[src/rtl/cmd_deser_pkg.sv]
package cmd_deser_pkg;
  localparam int BYTE_W = 8;
  localparam int ADDR_W = 16;
  localparam int DATA_W = 32;
  localparam int ADDR_BYTES = ADDR_W / BYTE_W;
  typedef logic [BYTE_W-1:0] byte_t;
endpackage

[src/rtl/cmd_deser_seq.sv]
// Byte position tracker: where in the command the current byte sits.
module cmd_deser_seq #(
  parameter int NBYTES = 6,
  localparam int IDX_W = $clog2(NBYTES + 1)
) (
  input  logic             clk,
  input  logic             rst_n,
  input  logic             first,
  output logic             valid,
  output logic [IDX_W-1:0] pos,
  output logic             last
);
  logic             active_q, active_d;
  logic [IDX_W-1:0] idx_q, idx_d;

  always_comb begin
    valid = first | active_q;
    pos   = first ? '0 : idx_q;
    last  = valid && (pos == IDX_W'(NBYTES - 1));
  end

  always_comb begin
    active_d = active_q;
    idx_d    = idx_q;
    if (first) begin
      active_d = 1'b1;
      idx_d    = IDX_W'(1);
    end else if (active_q) begin
      if (idx_q == IDX_W'(NBYTES - 1)) begin
        active_d = 1'b0;
        idx_d    = '0;
      end else begin
        idx_d = idx_q + IDX_W'(1);
      end
    end
  end

  always_ff @(posedge clk or negedge rst_n) begin
    if (!rst_n) begin
      active_q <= 1'b0;
      idx_q    <= '0;
    end else begin
      active_q <= active_d;
      idx_q    <= idx_d;
    end
  end

  // a strobe always restarts collection at the second byte position
  a_r4_restart: assert property (@(posedge clk) disable iff (!rst_n)
    first |=> (active_q && idx_q == IDX_W'(1)));
  // an open command never points past its last byte or at byte 0
  a_r3_idx_range: assert property (@(posedge clk) disable iff (!rst_n)
    active_q |-> (idx_q != '0 && idx_q < IDX_W'(NBYTES)));
endmodule

[src/rtl/cmd_deser_asm.sv]
// Byte lanes: each lane latches the byte that arrives at its position.
module cmd_deser_asm
  import cmd_deser_pkg::*;
#(
  parameter int NBYTES = 6,
  localparam int IDX_W  = $clog2(NBYTES + 1),
  localparam int VIEW_W = NBYTES * BYTE_W
) (
  input  logic              clk,
  input  logic              rst_n,
  input  byte_t             byte_in,
  input  logic              valid,
  input  logic [IDX_W-1:0]  pos,
  output logic [VIEW_W-1:0] view
);
  for (genvar g = 0; g < NBYTES; g++) begin : g_lane
    byte_t lane_q;
    logic  take;
    always_comb take = valid && (pos == IDX_W'(g));
    always_ff @(posedge clk or negedge rst_n) begin
      if (!rst_n)    lane_q <= '0;
      else if (take) lane_q <= byte_in;
    end
    always_comb view[g*BYTE_W +: BYTE_W] = take ? byte_in : lane_q;
  end
endmodule

[src/rtl/cmd_deser_out.sv]
// Window compare and output registers.
module cmd_deser_out
  import cmd_deser_pkg::*;
#(
  parameter int           NBYTES     = 6,
  parameter int           DATA_BYTES = 4,
  parameter logic [15:0]  BASE_ADDR  = 16'h0700,
  parameter logic [15:0]  ADDR_MASK  = 16'hFFF8,
  localparam int VIEW_W = NBYTES * BYTE_W
) (
  input  logic              clk,
  input  logic              rst_n,
  input  logic [VIEW_W-1:0] view,
  input  logic              last,
  output logic              wr_en,
  output logic [ADDR_W-1:0] wr_addr,
  output logic [DATA_W-1:0] wr_data
);
  logic [ADDR_W-1:0] full_addr;
  logic [DATA_W-1:0] data_w;
  logic              hit, load;
  logic              en_q;
  logic [ADDR_W-1:0] addr_q;
  logic [DATA_W-1:0] data_q;

  always_comb full_addr = view[ADDR_W-1:0];

  if (DATA_BYTES == 0) begin : g_nodata
    always_comb data_w = '0;
  end else begin : g_data
    always_comb data_w = DATA_W'(view[VIEW_W-1:ADDR_W]);
  end

  always_comb begin
    hit  = (full_addr & ADDR_MASK) == (BASE_ADDR & ADDR_MASK);
    load = last && hit;
  end

  always_ff @(posedge clk or negedge rst_n) begin
    if (!rst_n) begin
      en_q   <= 1'b0;
      addr_q <= '0;
      data_q <= '0;
    end else begin
      en_q <= load;
      if (load) begin
        addr_q <= full_addr & ~ADDR_MASK;
        data_q <= data_w;
      end
    end
  end

  always_comb begin
    wr_en   = en_q;
    wr_addr = addr_q;
    wr_data = data_q;
  end

  // the write enable never lasts more than one clock
  a_r2_single_pulse: assert property (@(posedge clk) disable iff (!rst_n)
    en_q |=> !en_q);
  // a completed command outside the window gives no pulse
  a_r5_miss_silent: assert property (@(posedge clk) disable iff (!rst_n)
    (last && !hit) |=> !en_q);
  // outputs hold whenever no pulse is shown
  a_r8_hold_addr: assert property (@(posedge clk) disable iff (!rst_n)
    !en_q |-> ($stable(addr_q) && $stable(data_q)));
endmodule

[src/rtl/cmd_deser.sv]
module cmd_deser
  import cmd_deser_pkg::*;
#(
  parameter int          DATA_BYTES = 4,
  parameter logic [15:0] BASE_ADDR  = 16'h0700,
  parameter logic [15:0] ADDR_MASK  = 16'hFFF8,
  localparam int NBYTES = ADDR_BYTES + DATA_BYTES,
  localparam int IDX_W  = $clog2(NBYTES + 1),
  localparam int VIEW_W = NBYTES * BYTE_W
) (
  input  logic        clk,
  input  logic        rst_n,
  input  logic [7:0]  cmd_byte,
  input  logic        cmd_first,
  output logic        wr_en,
  output logic [15:0] wr_addr,
  output logic [31:0] wr_data
);
  logic              valid, last;
  logic [IDX_W-1:0]  pos;
  logic [VIEW_W-1:0] view;

  initial assert (DATA_BYTES >= 0 && DATA_BYTES <= 4);

  cmd_deser_seq #(.NBYTES(NBYTES)) seq_i (
    .clk(clk), .rst_n(rst_n), .first(cmd_first),
    .valid(valid), .pos(pos), .last(last));

  cmd_deser_asm #(.NBYTES(NBYTES)) asm_i (
    .clk(clk), .rst_n(rst_n), .byte_in(cmd_byte),
    .valid(valid), .pos(pos), .view(view));

  cmd_deser_out #(.NBYTES(NBYTES), .DATA_BYTES(DATA_BYTES),
                  .BASE_ADDR(BASE_ADDR), .ADDR_MASK(ADDR_MASK)) out_i (
    .clk(clk), .rst_n(rst_n), .view(view), .last(last),
    .wr_en(wr_en), .wr_addr(wr_addr), .wr_data(wr_data));
endmodule

[config.mk]
export PLATFORM = sky130hd
export DESIGN_NAME = cmd_deser
export DESIGN_NICKNAME = d
export VERILOG_FILES = /design/src/rtl/cmd_deser_pkg.sv /design/src/rtl/cmd_deser_seq.sv /design/src/rtl/cmd_deser_asm.sv /design/src/rtl/cmd_deser_out.sv /design/src/rtl/cmd_deser.sv
export SDC_FILE = /design/constraint.sdc
export NUM_CORES = 1
export LEC_CHECK = 0
export ABC_CLOCK_PERIOD_IN_PS = 3000
export BUFFER_PORTS_ARGS = -buffer_cell sky130_fd_sc_hd__clkbuf_2
export CORE_ASPECT_RATIO = 2
export CORE_MARGIN = 2
export CORE_UTILIZATION = 55
export CTS_CLUSTER_SIZE = 10
export DETAILED_ROUTE_END_ITERATION = 10
export PLACE_DENSITY = 0.8
export SETUP_SLACK_MARGIN = 0.15
export SLEW_MARGIN = 5
export SYNTH_ARGS = -nofsm -noshare
export SYNTH_HDL_FRONTEND = slang
export SYNTH_SLANG_ARGS = --single-unit
export TNS_END_PERCENT = 5
[constraint.sdc]
create_clock -name clk -period 3 [get_ports clk]
set_input_delay 0 -clock clk [delete_from_list [all_inputs] [get_ports clk]]
set_output_delay 0 -clock clk [all_outputs]
set_load 0.02 [all_outputs]
==> out/qor.yml, run 1 <==
globalplace.congestion: 0.7798
drtIter0Drc: 48
ys.flop_type: "dfrtp_1"
reg2reg_slack_ns: 0.53
place_area_sq_um: 3810
end_kind: "register"
synth_edf_count: 0
vdd_drop_max_mv: 0.5132
htreeDepth: 3
power-per-cell-area_nw_per_um2: 748.3
cts_tree: "built"
remaining_drc_errors: 0
num_rows: 41
skew_ns: 0.004278
syn_area_sq_um: 3537
synthDistinctLibCells: 27
grt.overflow.total: 0
crit_required_ns: 3.21
clk_pin_slew_worst_paths_ns: 0.06
antenna_found_initial: 0
post_cts_buffers: 0
route.detailed.wl_per_inst_um: 16.01
root_buffer: "clkbuf_16"
drt-total-wl_um: 5907
fmax_ghz: 0.4052
hold_class: "input pin to register"
fin_area_sq_um: 4111
syn_avg_cell_area_sq_um: 15.79
relSlewSlack_pct: 29.01
drv_slew: 0
die_area_sq_um: 7127
numCtsBuffers: 9
async_reset_ff_share_pct: 100.0
viasPerCell: 5.173
worst_pin_slew_ns: 1.065
maxCapViolCount: 0
clk_latency_ns: 0.33
dr.pass1.iters: 4
crit_fanout: 36
io_buffers: 46
syn2layout_area_growth_pct: 16.24
yosys_warnings: 0
finalSetupViolCount: 0
rsz0062_at_grt: "no"
post_cts_resized: 0
synth_cells: 224
n_antenna_cell: 0
hold_slack_ns: 0.06875
die_x_um: 60.71
p_leak_nw: 2.028
clock_path_buffers: 2
critPathLaunchType: "register"
grt_pass1_vias: 1995
grt_pass1_wl_um: 10090
die_h_um: 117.4
ant_nets: 0
outcome: "complete, no violations"
fin_crit_ns: 2.468
fin_crit_sh_pct: 82.27
critPathArrivalTime_ns: 2.68
synth_seq_cells: 88
path_class: "register to register"
cts.sinks: 88
dr_total_vias: 1909
ys_seq_area_share_pct: 62.26
fillers: 473
hold_buffers: 2
final_nets: 289
core_sq_um: 6259
grt_usage_pct: 19.48
drive_gt1_share_pct: 51.24
fin_tns_setup_ns: 0
grt_max_degree: 89
hold_violations: 0
start_util_pct: 56.52
io-pin-count: 60
hpwl_um: 3895
## Yosys cell counts, types with 2 or more instances
master	count	area, sq um
mux2i_1	3	30.03
mux2_1	7	78.83
clkbuf_1	3	11.26
buf_6	3	33.78
dfrtp_1	88	2202
inv_1	2	7.510
nand3b_1	2	15.01
and4b_1	2	20.02
or4_1	2	15.01
mux2_2	76	855.8
nand3_1	3	15.01
a21o_1	2	15.01
nor2_1	5	18.77
buf_4	13	97.59
## layout make-up
cell class / count / area, sq um / area share [%]
timing repair buffer: 51 / 287.8 / 6.999
sequential: 88 / 2202 / 53.56
clock inverter: 4 / 45.04 / 1.096
inverter: 2 / 7.507 / 0.1826
multi-input combinational: 126 / 1225 / 29.79
tap: 86 / 107.6 / 2.617
clock buffer: 12 / 236.5 / 5.752
## flip-flops by register name (all words and copies together), names as in the netlist
signal and flops:
out_i.wr_addr 3, seq_i.idx_q 3, seq_i.active_q 1, out_i.wr_data 32
asm_i.g_lane.lane_q 48, out_i.wr_en 1
## final timing paths
check,start,to,cells past startpoint
max,seq_i.idx_q[1],out_i.wr_data[8],6
max in group asynchronous,rst_n,asm_i.g_lane[5].lane_q[5],2
min reg2reg,out_i.wr_data[30],out_i.wr_data[30],1
min,cmd_byte[3],asm_i.g_lane[0].lane_q[3],2
min in group asynchronous,rst_n,out_i.wr_data[1],2
max reg2reg,seq_i.idx_q[1],out_i.wr_data[8],6
## worst max-delay path: stages (launching register included)
cell,delay [ns]
dfrtp_1,0.41
nor2_2,0.22
nand4b_4,0.23
or4_4,0.58
a211oi_4,0.28
buf_12,0.24
mux2_2,0.37
## placed cells by master, fill, tap and decap left out, types with 2 or more instances in the layout
master         count
clkbuf_16          9
mux2_1             7
nor2_1             5
and4b_1            2
clkinv_2           3
dfrtp_1           88
dlygate4sd3_1      2
clkbuf_1           3
mux2i_1            3
clkbuf_2          45
inv_1              2
buf_4              3
nand3b_1           2
or4_1              2
nand3_1            3
conb_1            13
a21o_1             2
mux2_2            76
## kinds of logic (layout without fill, tap and decap cells)
group / after synthesis / count (layout) / share of synthesized area [%]
flip-flops: 88 / 88 / 62.26
AO/OA/AOI/OAI: 4 / 4 / 1.344
AND/OR/NAND/NOR: 23 / 23 / 4.634
other: 1 / 13 / 0.1060
buffers and inverters: 22 / 69 / 4.386
multiplexers: 86 / 86 / 27.27
## power by group
group	switching (W)	internal (W)	leakage, nW
registers	0.0000914	0.00146	1.12
logic	0.000214	0.000254	0.764
clock network	0.000411	0.000641	0.140
## per-stage QoR
stage / total power, W / setup slack, ns / cells / utilization [%]
finish: 0.003077 / 0.5319 / 369 / 65.69
floorplan: 0.001922 / 0.5551 / 236 / -
global route: 0.003235 / 0.4027 / 369 / 65.69
detailed placement: 0.002045 / 0.5286 / 351 / 60.88
CTS: 0.003111 / 0.5120 / 369 / 65.69
global placement: 0.002005 / 0.5741 / 351 / 60.88
## metal layers
layer / vias up / routed length [um] / share of wire [%] / track usage, %
met4: 0 / 145 / 2.5 / 9.647
li1: 878 / - / - / -
met5: - / 0 / 0 / 0
met3: 11 / 219 / 3.7 / 4.190
met1: 976 / 2482 / 42 / 25.86
met2: 44 / 3059 / 52 / 29.64
(Power assumes the default switching activity.)
==> run 2, diff against run 1 <==
--- a/config.mk
+++ b/config.mk
@@ -5,14 +5,15 @@
 export SDC_FILE = /design/constraint.sdc
 export NUM_CORES = 1
 export LEC_CHECK = 0
-export ABC_CLOCK_PERIOD_IN_PS = 3000
+export ABC_AREA = 1
+export ABC_CLOCK_PERIOD_IN_PS = 2200
 export BUFFER_PORTS_ARGS = -buffer_cell sky130_fd_sc_hd__clkbuf_2
 export CORE_ASPECT_RATIO = 2
 export CORE_MARGIN = 2
-export CORE_UTILIZATION = 55
+export CORE_UTILIZATION = 50
 export CTS_CLUSTER_SIZE = 10
 export DETAILED_ROUTE_END_ITERATION = 10
-export PLACE_DENSITY = 0.8
+export PLACE_DENSITY = 0.77
 export SETUP_SLACK_MARGIN = 0.15
 export SLEW_MARGIN = 5
 export SYNTH_ARGS = -nofsm -noshare
==> constraint.sdc (replaced) <==
create_clock -name clk -period 2.2 [get_ports clk]
set_input_delay 0 -clock clk [delete_from_list [all_inputs] [get_ports clk]]
set_output_delay 0 -clock clk [all_outputs]
set_load 0.02 [all_outputs]
==> out/qor.yml, run 2 <==
outcome: "complete, no violations"
syn_area_sq_um: 3754
synth_top_area_cell: "dfrtp_1"
drv_slew: 0
fin_tns_setup_ns: 0
yosys_warnings: 0
num_rows: 44
grt.overflow.total: 0
io-pin-count: 60
clk_pin_slew_worst_paths_ns: 0.06
fin_area_sq_um: 4633
io_buffers: 46
ys_seq_area_share_pct: 58.67
layout_commonest_cell: "nand2_1"
dr.pass1.iters: 6
grt_usage_pct: 20.54
stdcell_count: 559
die_area_sq_um: 8258
fin_crit_ns: 2.048
n_antenna_cell: 0
crit_required_ns: 2.48
fmax_ghz: 0.4883
dp.cells: 516
synthTopCellsByCount: "nand2_1, dfrtp_1, nand3_1, o21ai_0, inv_1"
ys.flop_type: "dfrtp_1"
top_register: "asm_i.g_lane.lane_q"
clock_path_buffers: 2
place_area_sq_um: 4009
final_nets: 473
hold_class: "input pin to register"
maxCapViolCount: 0
end_kind: "register"
grt_pass1_wl_um: 12770
htreeDepth: 3
async_reset_ff_share_pct: 100.0
hold_violations: 0
fin_crit_sh_pct: 93.08
syn_avg_cell_area_sq_um: 9.699
hpwl_um: 5157
critPathLaunchType: "register"
synth_top_cell_area_share_pct: 58.67
cts_tree: "built"
skew_ns: 0.008743
hold_slack_ns: 0.1274
rsz0062_at_grt: "no"
slowest_delay_ns: 0.41
ff2ff_path_depth: 12
critPathArrivalTime_ns: 2.33
clk_latency_ns: 0.34
synth_cells: 387
cp_slowest_cell: "dfrtp_1"
r2r-start: "seq_i.active_q"
grt_max_degree: 89
path_class: "register to register"
crit_start: "seq_i.active_q"
final_cell_mix: "nand2_1, dfrtp_1, clkbuf_2, nand3_1, o21ai_0"
power-per-cell-area_nw_per_um2: 1008
hold_start: "cmd_byte[0]"
synthDistinctLibCells: 28
route.detailed.wl_per_inst_um: 16.72
die_h_um: 126.5
core_sq_um: 7267
drt-total-wl_um: 9347
finalSetupViolCount: 0
grt_pass1_vias: 2714
cts.sinks: 88
die_x_um: 65.27
ant_nets: 0
largest_register_ffs: 48
globalplace.congestion: 0.8179
min_path_cells: 5
drive_gt1_share_pct: 26.34
synth_seq_cells: 88
viasPerCell: 5.284
crit_fanout: 13
numCtsBuffers: 9
root_buffer: "clkbuf_16"
dr_total_vias: 2954
remaining_drc_errors: 0
vdd_drop_max_mv: 0.7207
synth_edf_count: 0
syn2layout_area_growth_pct: 23.43
post-synth-top-count-cell: "nand2_1"
crit_top_cell: "nand2_1"
p_leak_nw: 2.498
antenna_found_initial: 0
synth_area_leaders: "dfrtp_1, nand2_1, nand3_1"
crit_chain: "inv_2, o21bai_4, nand2_4, nand2_1, nand2_1, nor2_4, nand2_4, nor2_8, buf_12, clkbuf_16, nand3_1, nand2_1"
start_util_pct: 51.65
drtIter0Drc: 271
-- run 2: where the power goes --
group | internal (W) | leakage [nW] | switching, W
Clock | 0.000856 | 0.139 | 0.000589
Sequential | 0.00202 | 1.13 | 0.000151
Combinational | 0.000361 | 1.23 | 0.000689
-- run 2: area by class of cell --
cell class | instances | area [sq um]
sequential | 88 | 2205
clock buffer | 14 | 274.0
clock inverter | 2 | 12.51
inverter | 19 | 76.32
fill | 592 | 2634
timing repair buffer | 77 | 588.1
tap | 92 | 115.1
multi-input combinational | 267 | 1363
-- run 2: metal layers --
layer | track usage (%) | part of all wire, % | vias up
met1 | 24.97 | 36 | 1395
met2 | 33.67 | 52 | 158
met3 | 4.965 | 6.7 | 35
li1 | - | - | 1366
met5 | 0 | 0 | -
met4 | 10.17 | 4.6 | 0
-- run 2: per-stage QoR --
stage               total power [W]  setup WS (ns)  util, %
finish                     0.004669         0.1522    63.76
global route               0.004920        0.07249    63.76
CTS                        0.004546         0.1742    60.09
detailed placement         0.003093         0.1289    55.17
global placement           0.003036         0.1855    55.17
floorplan                  0.002871         0.4073        -
-- run 2: timing repair --
action,CTS,global route
setup buffers,0,13
setup endpoints to repair,35,36
resized for setup,1,9
pin swaps,0,8
hold buffers,7,0
gates cloned,0,7
endpoints found under the hold margin,96,0
-- run 2: cell families (layout without fill, tap and decap cells) --
family                    count (synthesis)  count (layout)  synth area share (%)
AOI/OAI and AO/OA                        42              42                 6.800
xor gates and xnor gates                  1               1                0.2334
buffers and inverters                    47             112                 8.000
DFF                                      88              88                 58.67
other                                     1              13               0.09990
and+or+nand+nor                         208             211                 26.20
-- run 2: worst paths after layout --
| kind | end | slack, ns |
|---|---|---|
| max | out_i.wr_data[15] | 0.15 |
| min reg2reg | out_i.wr_data[14] | 0.47 |
| max reg2reg | out_i.wr_data[15] | 0.15 |
| max in group asynchronous | seq_i.idx_q[0] | 1.60 |
| min | asm_i.g_lane[1].lane_q[0] | 0.13 |
| min in group asynchronous | asm_i.g_lane[0].lane_q[0] | 0.24 |
-- run 2: critical path: cells and delay by family, from the launching register on --
family | cells | cell delay (ns)
AO/OA/AOI/OAI | 1 | 0.25
buffers and inverters | 3 | 0.42
flip-flops | 1 | 0.41
AND/OR/NAND/NOR | 8 | 0.89
==> run 3, diff against run 2 <==
--- a/config.mk
+++ b/config.mk
@@ -11,6 +11,7 @@
 export CORE_ASPECT_RATIO = 2
 export CORE_MARGIN = 2
 export CORE_UTILIZATION = 50
+export CTS_CLUSTER_DIAMETER = 200
 export CTS_CLUSTER_SIZE = 10
 export DETAILED_ROUTE_END_ITERATION = 10
 export PLACE_DENSITY = 0.77
@@ -18,5 +19,6 @@
 export SLEW_MARGIN = 5
 export SYNTH_ARGS = -nofsm -noshare
 export SYNTH_HDL_FRONTEND = slang
+export SYNTH_HIERARCHICAL = 1
 export SYNTH_SLANG_ARGS = --single-unit
 export TNS_END_PERCENT = 5
==> out/qor.yml, run 3 <==
synthTopCellsByCount: "nand2_1, dfrtp_1, nand3_1, buf_4, nor2_1"
muxShareOfSynthArea_pct: 0
slowest_delay_ns: 0.40
viasPerCell: 5.407
crit_fanout: 10
crit_chain: "nor2_4, inv_2, inv_2, nor2_4, buf_4, nand3_1, nand2_1, nor2_2, nand2_1, nor2_4, buf_12, clkbuf_16, nand3_1, nand2_1"
syn_area_sq_um: 3750
hold_start: "cmd_byte[1]"
post-synth-top-count-cell: "nand2_1"
synth-simple-area-share_pct: 34.47
reg2reg_slack_ns: 0.11
synth_top_area_cell: "dfrtp_1"
syn_avg_cell_area_sq_um: 8.700
route.detailed.wl_per_inst_um: 17.35
root_buffer: "clkbuf_16"
power.total_w: 0.005367
cp_num_buf_inv: 5
path_class: "register to register"
cp.depth: 14
final_nets: 529
fin_crit_sh_pct: 95.17
min_path_cells: 3
antenna_found_initial: 0
hold_slack_ns: 0.04960
dr.pass1.iters: 5
final_cell_mix: "nand2_1, dfrtp_1, nand3_1, clkbuf_2, buf_4"
grt.overflow.total: 0
seqPwrFrac_pct: 41.2
vdd_drop_max_mv: 0.6885
n_antenna_cell: 0
place_area_sq_um: 4084
fmax_ghz: 0.4776
drt-total-wl_um: 10650
clk_pin_slew_worst_paths_ns: 0.06
combPwrFrac_pct: 30.8
fillers: 545
io_buffers: 46
synth_cells: 431
critPathLaunchType: "register"
p_sw_w: 0.001809
synth_area_leaders: "dfrtp_1, nand2_1, nand3_1"
hpwl_um: 5731
p_leak_nw: 2.740
crit_required_ns: 2.47
grt_usage_pct: 24.67
critPathArrivalTime_ns: 2.37
num_rows: 44
worst_pin_slew_ns: 0.7365
dr_total_vias: 3320
end_kind: "register"
crit_family: "simple AND/OR/NAND/NOR gates"
synth_edf_count: 0
r2r-start: "seq_i/active_q"
hold_violations: 0
stdcell_count: 614
htreeDepth: 3
regArea_sq_um: 2202
synth_seq_cells: 88
clkPwrFrac_pct: 27.9
top_register: "asm_i/g_lane.lane_q"
rsz0062_at_grt: "yes"
synthAdderAreaFrac_pct: 0
start_util_pct: 51.60
globalplace.congestion: 0.9183
finalSetupViolCount: 0
numCtsBuffers: 9
core_sq_um: 7267
multi_input_area_sq_um: 1555
yosys_warnings: 6
drive_gt1_share_pct: 27.97
io-pin-count: 60
hold_class: "input pin to register"
async_reset_ff_share_pct: 100.0
drtIter0Drc: 324
relSlewSlack_pct: 50.90
ys_seq_area_share_pct: 58.73
power-per-cell-area_nw_per_um2: 1083
intPower_w: 0.003558
ff2ff_path_depth: 14
syn2layout_area_growth_pct: 32.10
synthDistinctLibCells: 19
maxCapViolCount: 0
die_h_um: 126.5
cp_slowest_cell: "dfrtp_1"
fin_crit_ns: 2.094
ys.flop_type: "dfrtp_1"
synth_top_family_by_area: "simple AND/OR/NAND/NOR gates"
fin_tns_setup_ns: 0
synth_compound_area_share_pct: 0.4004
grt_pass1_wl_um: 15390
die_x_um: 65.24
dp.cells: 568
ant_nets: 0
largest_register_ffs: 48
cts.sinks: 88
crit_start: "seq_i/active_q"
cts_tree: "built"
outcome: "complete, no violations"
remaining_drc_errors: 0
yosys.area_share.xor_xnor_pct: 0
skew_ns: 0.007742
layout_commonest_cell: "nand2_1"
fin_area_sq_um: 4954
drv_slew: 0
switching_share_pct: 33.70
grt_max_degree: 57
synth_top_cell_area_share_pct: 58.73
clk_latency_ns: 0.34
die_area_sq_um: 8250
grt_pass1_vias: 3170
clock_path_buffers: 2
## run 3: cell count changes in the layout (fill, tap and decap cells not counted), moves of 4 or more
cell / previous run / this run
nand3_1: 42 / 59
a21oi_1: 8 / 1
buf_4: 16 / 20
nor2_4: 4 / 9
nand2_1: 125 / 195
nand2_2: 12 / 8
nor2_1: 11 / 7
inv_2: 3 / 9
dlygate4sd3_1: 7 / 1
nand3_2: 0 / 8
o21ai_0: 30 / 2
inv_1: 15 / 7
## run 3: final cells by class
class | instances | area share (%)
Timing Repair Buffer | 84 | 14.78
Clock buffer | 12 | 4.976
Inverter | 16 | 1.212
Sequential cell | 88 | 44.46
Multi-Input combinational cell | 319 | 31.40
Clock inverter | 3 | 0.8588
Tap cell | 92 | 2.324
## run 3: per-layer routing
| metal | vias up | wire (um) | share of wire (%) | GRT usage, % |
|---|---|---|---|---|
| met3 | 52 | 652 | 6.1 | 5.496 |
| met2 | 163 | 5526 | 52 | 42.32 |
| li1 | 1511 | - | - | - |
| met5 | - | 0 | 0 | 0 |
| met1 | 1594 | 3757 | 35 | 27.75 |
| met4 | 0 | 714 | 6.7 | 13.48 |
## run 3: worst paths after layout
| kind | to |
|---|---|
| hold reg to reg | out_i/wr_data[0] |
| hold / removal | asm_i/g_lane[2].lane_q[1] |
| setup reg to reg | out_i/wr_addr[0] |
| min in group asynchronous | asm_i/g_lane[1].lane_q[1] |
| max in group asynchronous | out_i/wr_data[16] |
| setup / recovery | out_i/wr_addr[0] |
## run 3: metrics by stage
step	utilization, %	worst slack (ns)
detailed placement	56.20	-0.03187
global route	68.16	0.006660
global placement	56.20	0.04259
floorplan	-	0.1592
CTS	63.83	0.1395
finish	68.16	0.1062
## run 3: logic make-up after synthesis
group / after synthesis
other cells: 1
buf+inv: 41
simple gates: 298
flops: 88
compound gates: 3
## run 3: power by group through the flow
stage / clock, W / combinational [W] / sequential, W
floorplan: 0 / 0.000941 / 0.00219
global placement: 0 / 0.00120 / 0.00222
detailed placement: 0 / 0.00125 / 0.00224
CTS: 0.00150 / 0.00145 / 0.00220
global route: 0.00158 / 0.00182 / 0.00225
finish: 0.00150 / 0.00165 / 0.00221
## run 3: timing repair
item | CTS | global route
cloned | 4 | 7
buffers inserted | 12 | 7
hold buffers | 1 | 0
resized for setup | 17 | 35
endpoints found under the hold margin | 55 | 0
pin swaps | 9 | 22
setup endpoints to repair | 36 | 36
## run 3: worst register-to-register path, delay by kind of cell (launching register included)
family                 cells  cell delay (ns)
buffers and inverters      5             0.64
flip-flops                 1             0.40
AND/OR/NAND/NOR            9             0.99
